==> src/rtl/cstat_pkg.sv <==
package cstat_pkg;
  localparam int unsigned BLK_BITS_DEF = 192;
  localparam int unsigned WORD_W_DEF   = 32;
  localparam int unsigned IDX_W_DEF    = 3;

  // block sequencer: hunting for a start, or filling a block
  typedef enum logic {
    SEQ_HUNT = 1'b0,
    SEQ_FILL = 1'b1
  } seq_state_e;
endpackage

==> src/rtl/cstat_sel.sv <==
module cstat_sel (
  input  logic clk_i,
  input  logic rst_ni,
  input  logic frame_vld_i,
  input  logic sub_b_i,
  input  logic blk_start_i,
  input  logic chan_sel_i,
  output logic acc_o,
  output logic start_o
);
  logic pend_q;
  logic acc;
  logic foreign_start;

  assign acc           = frame_vld_i && (sub_b_i == chan_sel_i);
  assign foreign_start = frame_vld_i && !acc && blk_start_i;

  // a start seen on the other channel opens the block at our next subframe
  always_ff @(posedge clk_i or negedge rst_ni) begin
    if (!rst_ni)            pend_q <= 1'b0;
    else if (acc)           pend_q <= 1'b0;
    else if (foreign_start) pend_q <= 1'b1;
  end

  assign acc_o   = acc;
  assign start_o = acc && (blk_start_i || pend_q);
endmodule

==> src/rtl/cstat_seq.sv <==
module cstat_seq
  import cstat_pkg::*;
#(
  parameter int unsigned BLK_BITS = BLK_BITS_DEF,
  localparam int unsigned CNT_W   = $clog2(BLK_BITS)
) (
  input  logic             clk_i,
  input  logic             rst_ni,
  input  logic             acc_i,
  input  logic             start_i,
  input  logic             cbit_i,
  output logic             wr_en_o,
  output logic [CNT_W-1:0] wr_idx_o,
  output logic             wr_bit_o,
  output logic             commit_o,
  output logic [CNT_W-1:0] cnt_o
);
  seq_state_e       state_q;
  logic [CNT_W-1:0] cnt_q;
  logic             wr_en;
  logic [CNT_W-1:0] wr_idx;
  logic             last;

  assign wr_en  = acc_i && (start_i || (state_q == SEQ_FILL));
  assign wr_idx = start_i ? '0 : cnt_q;
  assign last   = wr_en && (wr_idx == CNT_W'(BLK_BITS - 1));

  always_ff @(posedge clk_i or negedge rst_ni) begin
    if (!rst_ni) begin
      state_q <= SEQ_HUNT;
      cnt_q   <= '0;
    end else if (wr_en) begin
      if (last) begin
        state_q <= SEQ_HUNT;
        cnt_q   <= '0;
      end else begin
        state_q <= SEQ_FILL;
        cnt_q   <= wr_idx + CNT_W'(1);
      end
    end
  end

  assign wr_en_o  = wr_en;
  assign wr_idx_o = wr_idx;
  assign wr_bit_o = cbit_i;
  assign commit_o = last;
  assign cnt_o    = cnt_q;
endmodule

==> src/rtl/cstat_store.sv <==
module cstat_store
  import cstat_pkg::*;
#(
  parameter int unsigned BLK_BITS = BLK_BITS_DEF,
  localparam int unsigned CNT_W   = $clog2(BLK_BITS)
) (
  input  logic                clk_i,
  input  logic                rst_ni,
  input  logic                wr_en_i,
  input  logic [CNT_W-1:0]    wr_idx_i,
  input  logic                wr_bit_i,
  input  logic                commit_i,
  output logic [BLK_BITS-1:0] live_o,
  output logic                valid_o
);
  logic [BLK_BITS-1:0] shadow_q;
  logic [BLK_BITS-1:0] shadow_nxt;
  logic [BLK_BITS-1:0] live_q;
  logic                valid_q;

  // merged view lets the final bit land in the readable copy on its own edge
  for (genvar b = 0; b < BLK_BITS; b++) begin : g_bit
    assign shadow_nxt[b] = (wr_en_i && (wr_idx_i == CNT_W'(b))) ? wr_bit_i : shadow_q[b];
  end

  always_ff @(posedge clk_i or negedge rst_ni) begin
    if (!rst_ni)      shadow_q <= '0;
    else if (wr_en_i) shadow_q <= shadow_nxt;
  end

  always_ff @(posedge clk_i or negedge rst_ni) begin
    if (!rst_ni) begin
      live_q  <= '0;
      valid_q <= 1'b0;
    end else if (commit_i) begin
      live_q  <= shadow_nxt;
      valid_q <= 1'b1;
    end
  end

  assign live_o  = live_q;
  assign valid_o = valid_q;
endmodule

==> src/rtl/cstat_rdmux.sv <==
module cstat_rdmux
  import cstat_pkg::*;
#(
  parameter int unsigned BLK_BITS  = BLK_BITS_DEF,
  parameter int unsigned WORD_W    = WORD_W_DEF,
  parameter int unsigned IDX_W     = IDX_W_DEF,
  localparam int unsigned NUM_WORDS = BLK_BITS / WORD_W,
  localparam int unsigned WIN_N     = 1 << IDX_W
) (
  input  logic [BLK_BITS-1:0] live_i,
  input  logic [IDX_W-1:0]    idx_i,
  output logic [WORD_W-1:0]   word_o
);
  logic [WORD_W-1:0] win [WIN_N];

  for (genvar w = 0; w < WIN_N; w++) begin : g_win
    if (w < NUM_WORDS) begin : g_used
      assign win[w] = live_i[w*WORD_W +: WORD_W];
    end else begin : g_pad
      assign win[w] = '0;
    end
  end

  assign word_o = win[idx_i];
endmodule

==> src/rtl/cstat_capture.sv <==
module cstat_capture
  import cstat_pkg::*;
#(
  parameter int unsigned BLK_BITS = BLK_BITS_DEF,
  parameter int unsigned WORD_W   = WORD_W_DEF,
  parameter int unsigned IDX_W    = IDX_W_DEF,
  localparam int unsigned CNT_W   = $clog2(BLK_BITS)
) (
  input  logic              clk_i,
  input  logic              rst_ni,
  input  logic              frame_vld_i,
  input  logic              cbit_i,
  input  logic              sub_b_i,
  input  logic              blk_start_i,
  input  logic              chan_sel_i,
  input  logic [IDX_W-1:0]  word_idx_i,
  output logic [WORD_W-1:0] word_o,
  output logic              valid_o
);
  logic                acc_w;
  logic                start_w;
  logic                wr_en_w;
  logic [CNT_W-1:0]    wr_idx_w;
  logic                wr_bit_w;
  logic                commit_w;
  logic [CNT_W-1:0]    bit_cnt_w;
  logic [BLK_BITS-1:0] live_w;

  cstat_sel u_sel (
    .clk_i       (clk_i),
    .rst_ni      (rst_ni),
    .frame_vld_i (frame_vld_i),
    .sub_b_i     (sub_b_i),
    .blk_start_i (blk_start_i),
    .chan_sel_i  (chan_sel_i),
    .acc_o       (acc_w),
    .start_o     (start_w)
  );

  cstat_seq #(.BLK_BITS(BLK_BITS)) u_seq (
    .clk_i    (clk_i),
    .rst_ni   (rst_ni),
    .acc_i    (acc_w),
    .start_i  (start_w),
    .cbit_i   (cbit_i),
    .wr_en_o  (wr_en_w),
    .wr_idx_o (wr_idx_w),
    .wr_bit_o (wr_bit_w),
    .commit_o (commit_w),
    .cnt_o    (bit_cnt_w)
  );

  cstat_store #(.BLK_BITS(BLK_BITS)) u_store (
    .clk_i    (clk_i),
    .rst_ni   (rst_ni),
    .wr_en_i  (wr_en_w),
    .wr_idx_i (wr_idx_w),
    .wr_bit_i (wr_bit_w),
    .commit_i (commit_w),
    .live_o   (live_w),
    .valid_o  (valid_o)
  );

  cstat_rdmux #(.BLK_BITS(BLK_BITS), .WORD_W(WORD_W), .IDX_W(IDX_W)) u_rdmux (
    .live_i (live_w),
    .idx_i  (word_idx_i),
    .word_o (word_o)
  );
endmodule

==> config.mk <==
export PLATFORM = sky130hd
export DESIGN_NAME = cstat_capture
export DESIGN_NICKNAME = d
export VERILOG_FILES = /design/src/rtl/cstat_pkg.sv /design/src/rtl/cstat_sel.sv /design/src/rtl/cstat_seq.sv /design/src/rtl/cstat_store.sv /design/src/rtl/cstat_rdmux.sv /design/src/rtl/cstat_capture.sv
export SDC_FILE = /design/constraint.sdc
export NUM_CORES = 1
export LEC_CHECK = 0
export ABC_AREA = 0
export BUFFER_PORTS_ARGS = -buffer_cell sky130_fd_sc_hd__buf_2
export CELL_PAD_IN_SITES_DETAIL_PLACEMENT = 0
export CELL_PAD_IN_SITES_GLOBAL_PLACEMENT = 2
export CORE_MARGIN = 8
export CORE_UTILIZATION = 43
export CTS_CLUSTER_SIZE = 40
export DETAILED_ROUTE_END_ITERATION = 10
export PLACE_DENSITY = 0.78
export SLEW_MARGIN = 20
export SYNTH_ARGS = -nofsm -noshare
export SYNTH_HDL_FRONTEND = slang
export SYNTH_HIERARCHICAL = 1
export SYNTH_SLANG_ARGS = --single-unit
==> constraint.sdc <==
create_clock -name clk_i -period 5 [get_ports clk_i]
set_clock_uncertainty 0.15 [all_clocks]
set_input_delay 0 -clock clk_i [delete_from_list [all_inputs] [get_ports clk_i]]
set_output_delay 0 -clock clk_i [all_outputs]
set_load 0.02 [all_outputs]
# Word-level counts from Yosys, hierarchy flattened
# Index checks and enable logic that the tools add are counted.
# word_totals
regBits	395
in_bits	10
out_inout_bits	33
elab_cells	603
# op_classes
n_addsub	1
magnitude_cmp	1
eq_ne	192
n_mux	200
bitwise	1
reduce_logical	202
# op_table
operator	n
equality test 8 x 7 -> 1 bit (second input constant)	64
equality test 8 bit (second input constant)	64
equality test 8 x 6 -> 1 bit (second input constant)	32
logical AND 1 bit	197
two-way mux 1 bit	195
equality test 8 x 5 -> 1 bit (second input constant)	16
binary-select mux 32 bit (select 3 bit)	1
equality test 8 x 4 -> 1 bit (second input constant)	8
two-way mux 32 bit	2
equality test 8 x 3 -> 1 bit (second input constant)	4
equality test 8 x 2 -> 1 bit (second input constant)	2
two-way mux 8 bit	2
adder 8 x 1 -> 8 bit (second input constant)	1
equality test 8 x 1 -> 1 bit (second input constant)	1
logical NOT 8 bit	1
>= comparator 4 bit (second input constant)	1
inverter 3 -> 4 bit	1
logical OR 1 bit	2
nonzero test 2 bit	1
equality test 1 bit	1
logical NOT 1 bit	1

# Longest topological paths before layout
# logic_depth
depth_word	7
ltp_mapped	13
depth_no_buf	10

# By module
# The synthesis kept the hierarchy.
# by_module_without_submodules
module	instances	cells_each	area_each_um2	seq_area_each_um2
cstat_store	1	1619	17570.6	9634.2
cstat_rdmux	1	183	1741.7	0.0
cstat_seq	1	63	595.6	225.2
cstat_sel	1	6	61.3	25.0

# Worst setup path before layout
# Ideal clock, no wire load.
# synth_timing
path_kind	flip-flop to flip-flop
start	reg u_sel.pend_q
end	reg u_store.live_q[0] (netlist: u_store/live_o[0])
setup_ps	141
arrival_ps	3273
required_time_ps	4709
setup_slack_ps	1436
stages_incl_launch_ff	13
path_buffers	5
synth_period_minus_slack_ps	3564
path_cell_list	dfrtp_1 -> o211a_1 -> clkbuf_1 -> nor2b_1 -> ha_1 -> nand4b_4 -> or2_1 -> nor4_2 -> clkbuf_1 -> clkbuf_1 -> clkbuf_1 -> clkbuf_1 -> a31oi_1
# synth_via
word_cells_on_any_way	10
cone_classes	1 x eq/ne; 2 x mux; 7 x reduce/logical
# synth_lines
item	line	rtl
start, declared	cstat_sel.sv:11	logic pend_q;
start signal, assigned	cstat_sel.sv:20	if (!rst_ni) pend_q <= 1'b0;
start signal, assigned	cstat_sel.sv:21	else if (acc) pend_q <= 1'b0;
start signal, assigned	cstat_sel.sv:22	else if (foreign_start) pend_q <= 1'b1;
logical OR 1 bit	cstat_sel.sv:26	assign start_o = acc && (blk_start_i || pend_q);
logical AND 1 bit	cstat_sel.sv:26	
via start_w	cstat_capture.sv:21	logic start_w;
two-way mux 8 bit	cstat_seq.sv:25	assign wr_idx = start_i ? '0 : cnt_q;
via wr_idx_w[0]	cstat_capture.sv:23	logic [CNT_W-1:0] wr_idx_w;
equality test 8 bit	cstat_seq.sv:26	assign last = wr_en && (wr_idx == CNT_W'(BLK_BITS - 1));
logical AND 1 bit	cstat_seq.sv:26	
via commit_w	cstat_capture.sv:25	logic commit_w;
end signal, assigned	cstat_store.sv:36	live_q <= shadow_nxt;
end, declared	cstat_store.sv:18	logic [BLK_BITS-1:0] live_q;
# The timed path passes the listed nets, and every way through them passes these cells.
# A chain may end at the register's enable or synchronous reset.

# Final worst setup path
# layout_timing
start	reg u_sel.pend_q
end	reg u_store.live_q[60] (netlist: u_store/live_o[60])
# Same word-level chain as after synthesis.

==> summary.md <==
| Metric | Value |
|---|---|
| Status | `finished clean` |
| Post-synth EDFFs | `0` |
| HPWL after DPL | `35.97 mm` |
| Initial DRT Pass Iterations | `6` |
| Clock root cell | `clkbuf_16` |
| Source of the critical timing path | `u_sel/pend_q$_DFFE_PN0P_` |
| Pwr Density | `372.3 nW/um2` |
| Number of distinct library cells after synthesis | `64` |
| Number of buffers created by CTS | `46` |
| Clock latency reported for the late side of the worst-skew pair | `580 ps` |
| Remaining antenna violation count after routing | `0` |
| Vias in the first global route | `15.23k` |
| Hold_sp | `chan_sel_i` |
| Vertical extent of the die | `231.5 um` |
| Maximum capacitance violations | `0` |
| Worst-Margin Slew | `1103 ps` |
| Initial Utilization | `0.4326` |
| CP Capture Type | `flip-flop` |
| Largest stage delay, worst path | `580 ps` |
| Arrival time at the worst endpoint | `4230 ps` |
| Share of post-route cells with drive strength above 1 | `0.1885` |
| P_leak | `0.01008 uW` |
| Cell-by-cell trace of the critical path | `o211a_1 > nor2b_1 > buf_4 > ha_1 > nand4b_4 > or2_1 > nor4_4 > buf_12 > buf_4 > nor2_1 > a31oi_1` |
| Final-stage net count | `1813` |
| Clock Pin Slew Worst Setup and Hold Paths | `60 ps` |
| RR Startpoint | `u_sel/pend_q$_DFFE_PN0P_` |
| Post-synthesis sequential element count | `395` |
| Inserted Diodes | `0` |
| Setup Crit Path Kind | `reg -> reg` |
| Fin util | `0.4752` |
| Synthesized area per cell | `10.67 um2` |
| Final setup violating endpoints | `0` |
| Number of warnings printed during yosys synthesis | `6` |
| Core Box Area | `46160 um2` |
| Area growth, synth to finish | `9.849%` |
| Pin count of the biggest net entering global routing | `117` |
| Placement Rows | `79` |
| Number of H-tree levels | `2` |
| Number of DRC violations after detailed-routing iteration 0 | `1723` |
| RSZ-0062 raised after global routing | `false` |
| CP max-delay cell | `buf_4` |
| Logic depth of the worst register-to-register path | `11` |
| Routed WL | `62.41 mm` |
| Proportion of synthesized chip area in sequential cells | `0.4950` |
| Worst Setup Start Kind | `flip-flop` |
| Syn Nets | `1882` |
| Number of stages on the worst hold path | `4` |
| Final Cycle Share | `0.7772` |
| Drt wl/cell | `25.55 um` |
| Setup slack of the worst register-to-register path | `1110 ps` |
| Vias/cell | `6.286` |
| Number of vias after detailed routing | `15.36k` |
| Main synth FF type | `dfrtp_1` |
| Async set-reset flop share out of synthesis | `1.000` |
| Count of unresolved DRC violations after routing | `0` |
| Worst reg2reg path endpoint | `u_store/live_o[60]$_DFFE_PN0P_` |
| Setup TNS | `0 ps` |
| GRT Residual Overflow | `0` |
| Cell with the most instances on the worst path | `buf_4` |
| Initial antenna violation count | `2` |
| Count of input and output buffers | `42` |
| Classification of the worst-slack hold path | `in -> reg` |
| Clock tree buffer depth | `3` |
| Post-synthesis instance area | `19970 um2` |
| First-pass GRT wire length | `97.32 mm` |
| Required arrival time at the worst endpoint | `5350 ps` |
| Headroom to the max-slew limit | `0.2646` |
| IR Drop Worst-Case VDD | `0.2566 mV` |
| Hold Crit Endpoint | `u_seq/cnt_o[3]$_DFFE_PN0P_` |
| Final weighted congestion in routability-driven placement | `0.7688` |
| Post-Synthesis Cells | `1871` |
| Fin crit period | `3886 ps` |
| TritonCTS clock tree | `built` |
| Total global-route track usage | `0.2325` |
| Die outline area | `53590 um2` |
| Maximum achievable frequency | `257.3 MHz` |
| Die Width | `231.5 um` |
| Number of placed I/O pins | `43` |
| Pins Over Slew Limit | `0` |
| Max Fanout on Critical Path | `103` |
| TritonCTS sink count | `395` |
| Buffers inserted during post-CTS setup optimization | `0` |
| Number of hold violations in the final report | `0` |
## metrics by stage
step | cells | setup slack (ps) | instance area, um2 | hold slack [ps] | power, uW
floorplan | 1871 | 1436 | 19970 | -445.6 | 4425
global placement | 2352 | 1322 | 20390 | -142.4 | 4944
detailed placement | 2352 | 1200 | 20390 | -146.0 | 4945
CTS | 2443 | 1166 | 21930 | 117.7 | 8237
global route | 2443 | 825.2 | 21940 | 160.6 | 8475
finish | 2443 | 1114 | 21940 | 126.6 | 8167
## layout make-up
type / count / area, um2
Clock buffer: 70 / 1353
Tap cell: 607 / 759.5
Multi-Input combinational cell: 1232 / 8976
Clock inverter: 12 / 88.84
Sequential cell: 395 / 9884
Timing Repair Buffer: 105 / 792.0
Inverter: 22 / 82.58
Fill cell: 4240 / 24220
## sequential cells by signal (all words and copies together), names as in the netlist
| signal | flops |
|---|---|
| u_sel/pend_q | 1 |
| u_store/valid_o | 1 |
| u_seq/state_q | 1 |
| u_store/live_o | 192 |
| u_seq/cnt_o | 8 |
| u_store/shadow_q | 192 |
## cells in the mapped netlist, drive strengths merged (3+ instances only)
| cell | n | area [um2] |
|---|---|---|
| and3b | 3 | 26.28 |
| mux2i | 64 | 640.6 |
| or4b | 4 | 51.30 |
| o221ai | 48 | 533.0 |
| or2 | 8 | 50.05 |
| o21ai | 6 | 33.78 |
| nor2 | 171 | 644.4 |
| nand4 | 161 | 1007 |
| nand2 | 223 | 837.1 |
| dfrtp | 395 | 9884 |
| a221o | 17 | 170.2 |
| nand3 | 22 | 110.1 |
| mux2 | 64 | 788.3 |
| nor4 | 3 | 55.05 |
| nand3b | 3 | 35.03 |
| nor4bb | 5 | 50.05 |
| nand2b | 9 | 66.31 |
| a31oi | 176 | 1101 |
| o31ai | 162 | 1904 |
| nor4b | 5 | 118.9 |
| nand4bb | 4 | 45.04 |
| nor3 | 18 | 90.09 |
| nand4b | 5 | 65.06 |
| inv | 22 | 82.58 |
| a21oi | 3 | 15.01 |
| o311ai | 16 | 140.1 |
| nor2b | 10 | 62.56 |
| clkbuf | 113 | 426.7 |
| buf | 109 | 720.7 |
| and2 | 6 | 38.79 |
## what timing repair did
item	CTS	global route
hold endpoints to repair	491	0
resized for setup	0	0
hold buffers	9	0
endpoints found under the setup margin	0	0
## logic make-up (layout without fill, tap and decap cells)
logic type | after synthesis | after routing | share of synthesized area
AOI/OAI and AO/OA | 432 | 432 | 0.1981
adders and majority gates | 1 | 1 | 0.0006265
DFF | 395 | 395 | 0.4950
xor gates and xnor gates | 4 | 4 | 0.001755
buffers and inverters | 244 | 209 | 0.06159
muxes | 128 | 128 | 0.07155
and+or+nand+nor | 667 | 667 | 0.1714
## report_power, final
| part | internal, uW | leakage [uW] | switching, uW |
|---|---|---|---|
| clock | 1910 | 0.000718 | 1340 |
| combinational | 290 | 0.00395 | 1300 |
| sequential | 3270 | 0.00541 | 49.6 |
## metal layers
layer | global-route usage | vias to the layer above | wire length, um
met1 | 0.3473 | 7879 | 29320
met3 | 0.04255 | 93 | 4048
met4 | 0.05068 | 4 | 1121
li1 | - | 6887 | -
met2 | 0.3472 | 494 | 27890
met5 | 0 | - | 26
## worst max-delay path by stage
stage,end,slack [ps],depth (start not counted)
floorplan,u_store/live_o[0]$_DFFE_PN0P_,1440,12
global placement,u_store/live_o[118]$_DFFE_PN0P_,1320,11
detailed placement,u_store/live_o[60]$_DFFE_PN0P_,1200,11
CTS,u_store/live_o[60]$_DFFE_PN0P_,1170,11
global route,u_store/live_o[126]$_DFFE_PN0P_,830,11
finish,u_store/live_o[60]$_DFFE_PN0P_,1110,11
## placed cells by master, fill, tap and decap left out, drive strengths merged, types with 4 or more instances in the layout
cell,n
mux2i,64
nor2b,10
nand4,161
and2,6
or4b,4
dlygate4sd3,8
nor4bb,5
mux2,64
o31ai,162
clkinv,10
inv,23
a31oi,176
or2,8
nor3,18
dfrtp,395
nor4b,5
nand4bb,4
a221o,17
o21ai,6
nand2,223
o311ai,16
clkbuf,70
nor2,171
nand4b,5
buf,97
nand2b,9
o221ai,48
nand3,22
## worst max-delay path, delay by kind of cell, from the launching register on
| family | cells | cell delay (ps) |
|---|---|---|
| buf+inv | 3 | 1250 |
| fa+ha+maj | 1 | 290 |
| simple gates | 5 | 1060 |
| compound gates | 2 | 560 |
| flops | 1 | 380 |
(Power assumes the default switching activity.)
